===== config.mk =====
export PLATFORM = sky130hd
export DESIGN_NAME = rtc_irq_unit
export DESIGN_NICKNAME = d
export VERILOG_FILES = /design/src/rtl/rtc_irq_unit.sv
export SDC_FILE = /design/constraint.sdc
export NUM_CORES = 1
export LEC_CHECK = 0
export ABC_AREA = 1
export ABC_CLOCK_PERIOD_IN_PS = 800
export BUFFER_PORTS_ARGS = -buffer_cell sky130_fd_sc_hd__buf_2
export CAP_MARGIN = 10
export CORE_MARGIN = 2
export CORE_UTILIZATION = 38
export DETAILED_ROUTE_END_ITERATION = 10
export HOLD_SLACK_MARGIN = 0.02
export PLACE_DENSITY = 0.72
export SLEW_MARGIN = 20
export SYNTH_ARGS = -nofsm -noshare
export SYNTH_HDL_FRONTEND = slang
export SYNTH_SLANG_ARGS = --single-unit

===== constraint.sdc =====
create_clock -name clk -period 0.8 [get_ports clk]
set_input_delay 0.08 -clock clk [delete_from_list [all_inputs] [get_ports clk]]
set_output_delay 0.08 -clock clk [all_outputs]
set_load 0.05 [all_outputs]

===== src/rtl/rtc_irq_unit.sv =====
module rtc_irq_unit #(
  parameter int ADDR_W = 2,
  parameter int DATA_W = 8
) (
  input  logic              clk,
  input  logic              rst_n,
  input  logic [ADDR_W-1:0] addr,
  input  logic              wr_en,
  input  logic [DATA_W-1:0] wdata,
  input  logic              rd_en,
  output logic [DATA_W-1:0] rdata,
  input  logic              evt_periodic,
  input  logic              evt_alarm,
  input  logic              evt_update,
  output logic              irq
);
  localparam int NSRC   = 3;
  localparam int SUM_B  = DATA_W - 1;
  localparam int SRC_HI = SUM_B - 1;
  localparam int SRC_LO = SUM_B - NSRC;
  localparam logic [ADDR_W-1:0] A_FLAG = ADDR_W'(0);
  localparam logic [ADDR_W-1:0] A_CTRL = ADDR_W'(1);
  localparam logic [ADDR_W-1:0] A_SET  = ADDR_W'(2);
  localparam logic [ADDR_W-1:0] A_CLR  = ADDR_W'(3);

  logic [NSRC-1:0] flag_q, en_q, evt, hit;
  logic            flag_rd;
  logic [NSRC-1:0] wsrc;

  assign evt     = {evt_periodic, evt_alarm, evt_update};
  assign wsrc    = wdata[SRC_HI:SRC_LO];
  assign hit     = flag_q & en_q;
  assign flag_rd = rd_en && (addr == A_FLAG);
  assign irq     = |hit;

  always_ff @(posedge clk) begin
    if (!rst_n) flag_q <= '0;
    else if (flag_rd) flag_q <= evt;
    else flag_q <= flag_q | evt;
  end

  always_ff @(posedge clk) begin
    if (!rst_n) en_q <= '0;
    else if (wr_en) begin
      unique case (addr)
        A_CTRL:  en_q <= wsrc;
        A_SET:   en_q <= en_q | wsrc;
        A_CLR:   en_q <= en_q & ~wsrc;
        default: en_q <= en_q;
      endcase
    end
  end

  always_ff @(posedge clk) begin
    if (!rst_n) rdata <= '0;
    else if (rd_en) begin
      rdata <= '0;
      if (flag_rd) begin
        rdata[SUM_B]         <= |hit;
        rdata[SRC_HI:SRC_LO] <= flag_q;
      end else begin
        rdata[SRC_HI:SRC_LO] <= en_q;
      end
    end
  end
endmodule



==> flow_summary.json <==
{
  "status": "complete, but fails checks",
  "violations": "negative setup slack",
  "critPathLaunchType": "flip-flop",
  "synthAdderAreaFrac": 0,
  "insertion_delay_ns": 0.26,
  "setup_violations": 6,
  "maxCapViolations": 0,
  "synth-xor-area-share": 0,
  "pwr-share-clk": 0.274,
  "rsz0062_at_grt": "yes",
  "yosys.area_share.simple": 0.364,
  "gp_congestion": 0.777,
  "port_buffers": 16,
  "dr_total_vias": 566,
  "comb_power_share": 0.267,
  "first_global_vias": 470,
  "cp_data_arrival_time_ns": 0.90,
  "final_cells": 116,
  "yosysWarnings": 0,
  "htreeDepth": 1,
  "leakagePower_nw": 0.397,
  "cts_buffers": 3,
  "hold_buffers": 0,
  "report.final.slew_viol_count": 0,
  "nNetsFinal": 120,
  "switching_share": 0.315,
  "totalPowerFinal_w": 0.00121,
  "post-synth-top-area-fraction": 0.399,
  "syn_inst": 76,
  "cts_root_buf": "clkbuf_4",
  "synth_compound_area_frac": 0.0798,
  "worst_setup_path_end_kind": "output pin",
  "wl_met2_um": 632,
  "seqPwrFrac": 0.459,
  "drt-initial-drc-count": 5,
  "route.detailed.drc": 0,
  "antenna_found_initial": 0,
  "die-area_mm2": 0.00163,
  "ff2ff_setup_slack_ns": -0.01,
  "synth.yosys.seq_area_share": 0.399,
  "crit_type": "reg -> out",
  "cts_buffer_depth": 2,
  "wl_met3_um": 69,
  "peakVddDrop_uv": 911,
  "fmax_mhz": 1020,
  "crit_required_ns": 0.72,
  "setup_ws_ns": -0.177,
  "synth.distinct_cells": 14,
  "rows": 13,
  "diodes": 0,
  "hold_viol": 0,
  "grt_pass1_wl_mm": 1.83,
  "p_int_w": 0.000827,
  "gr-total-overflow": 0,
  "antenna_left": 0,
  "yosysTopAreaCell": "dfxtp_1",
  "post-place-ws_ns": -0.0390,
  "layout-drive-gt1-share": 0.535,
  "synthMuxAreaShare": 0,
  "hpwl_um": 839,
  "drt-met1-wl_um": 491,
  "timing.hold.worst.start": "evt_update",
  "syn_area_um2": 502,
  "ys_ff_latch": 10,
  "fill_cells": 120,
  "finalCritPeriodShare": 1.22,
  "grt_use_total": 0.180,
  "clock_sinks": 10,
  "p_per_area_mw_per_mm2": 1560,
  "worst_hold_path_type": "in -> reg",
  "cts_tree": "done",
  "die_y_um": 40.3,
  "die_width_um": 40.3,
  "synth_top_family_by_area": "simple AND/OR/NAND/NOR gates",
  "wl_per_cell_um": 10.8,
  "clkTransAtPathRegs_ns": 0.06,
  "via_per_inst": 4.88,
  "initial_core_util": 0.395,
  "crit_fanout": 2,
  "synth_area_per_cell_um2": 6.60,
  "reg2reg_from": "en_q[2]",
  "fin_crit_ns": 0.977,
  "grt_max_degree": 11,
  "core_mm2": 0.00127,
  "switchingPower_w": 0.000381,
  "dr.pass1.iters": 4,
  "routed_wirelength_mm": 1.25,
  "dp_cells": 112,
  "skew_ns": 0.00207,
  "crit_path_start": "flag_q[1]",
  "dr.max_layer_used": "met4",
  "synth.area.top_cells": "dfxtp_1, nand2_1, a21oi_1",
  "io_pins": 26,
  "syn_to_final_growth_pct": 53.9
}
[worst max-delay path: stages, from the launching register on]
cell	delay (ns)
dfxtp_2	0.32
nand2_2	0.08
nand3_4	0.08
buf_8	0.15
[power groups by stage]
| stage | Combinational, W | Sequential [W] | Clock (W) |
|---|---|---|---|
| floorplan | 0.000159 | 0.000588 | 0 |
| global placement | 0.000268 | 0.000552 | 0 |
| detailed placement | 0.000273 | 0.000554 | 0 |
| CTS | 0.000296 | 0.000552 | 0.000341 |
| global route | 0.000351 | 0.000557 | 0.000381 |
| finish | 0.000322 | 0.000554 | 0.000331 |
[stage by stage]
| step | TNS [ns] | hold slack, ns | cell area (um2) | util |
|---|---|---|---|---|
| global placement | -0.0301 | 0.283 | 643 | 0.507 |
| CTS | -0.295 | 0.0224 | 728 | 0.574 |
| global route | -0.559 | 0.0325 | 772 | 0.608 |
| finish | -0.288 | 0.0239 | 772 | 0.608 |
| floorplan | -0.103 | 0.197 | 529 | - |
| detailed placement | -0.147 | 0.295 | 643 | 0.507 |
[sequential cells by signal, indices dropped and copies added (netlist names)]
signal / cells
flag_q: 3
rdata: 4
en_q: 3
[cells in the mapped netlist]
master,n
a21oi_1,8
buf_4,4
clkinv_1,1
conb_1,1
dfxtp_1,10
inv_1,10
inv_2,1
nand2_1,21
nand2_2,1
nand2_4,1
nand3_1,7
nand4_1,3
nor2_1,7
nor2_2,1
[routing by layer]
metal,vias up,global-route usage
met4,0,0.117
met1,256,0.197
met2,22,0.290
met5,-,0
met3,7,0.0667
li1,281,-
[placed cells by master (no fill, tap or decap)]
cell      instances
dfxtp_2          10
inv_1            10
buf_6             1
nand2_1          14
buf_4             7
nor2_1            7
nand4_1           3
buf_2            11
conb_1            4
a21oi_2           3
nand3_2           3
nand3_4           1
nand2_2           8
nor2_2            1
a21oi_1           5
nand2_4           1
nand3_1           3
buf_8             4
inv_2             1
clkinv_1          1
clkbuf_4          3
[final timing paths]
| check | cells after the start | to |
|---|---|---|
| worst min-delay path | 3 | flag_q[0] |
| worst max register to register | 5 | rdata[6] |
| worst max-delay path | 3 | irq |
| worst min register to register | 2 | rdata[6] |
[area by class of cell]
cell class,count,area (um2),area share
Multi-Input combinational cell,53,294,0.381
Sequential cell,10,213,0.276
Inverter,12,45.0,0.0583
Clock buffer,3,22.5,0.0292
Timing Repair Buffer,23,179,0.232
Tap cell,15,18.8,0.0243
[cell families (layout without fill, tap and decap cells)]
| group | Yosys count | after routing |
|---|---|---|
| AND/OR/NAND/NOR | 41 | 41 |
| other | 1 | 4 |
| flip-flops | 10 | 10 |
| buffers and inverters | 16 | 38 |
| AO/OA/AOI/OAI | 8 | 8 |
[timing repair]
action / CTS / global route
endpoints found under the setup margin: 5 / 9
cloned: 0 / 0
gates resized for setup: 22 / 12
pin swaps: 0 / 2
buffers inserted: 1 / 0
No activity file was read; power rests on OpenSTA's default activity.
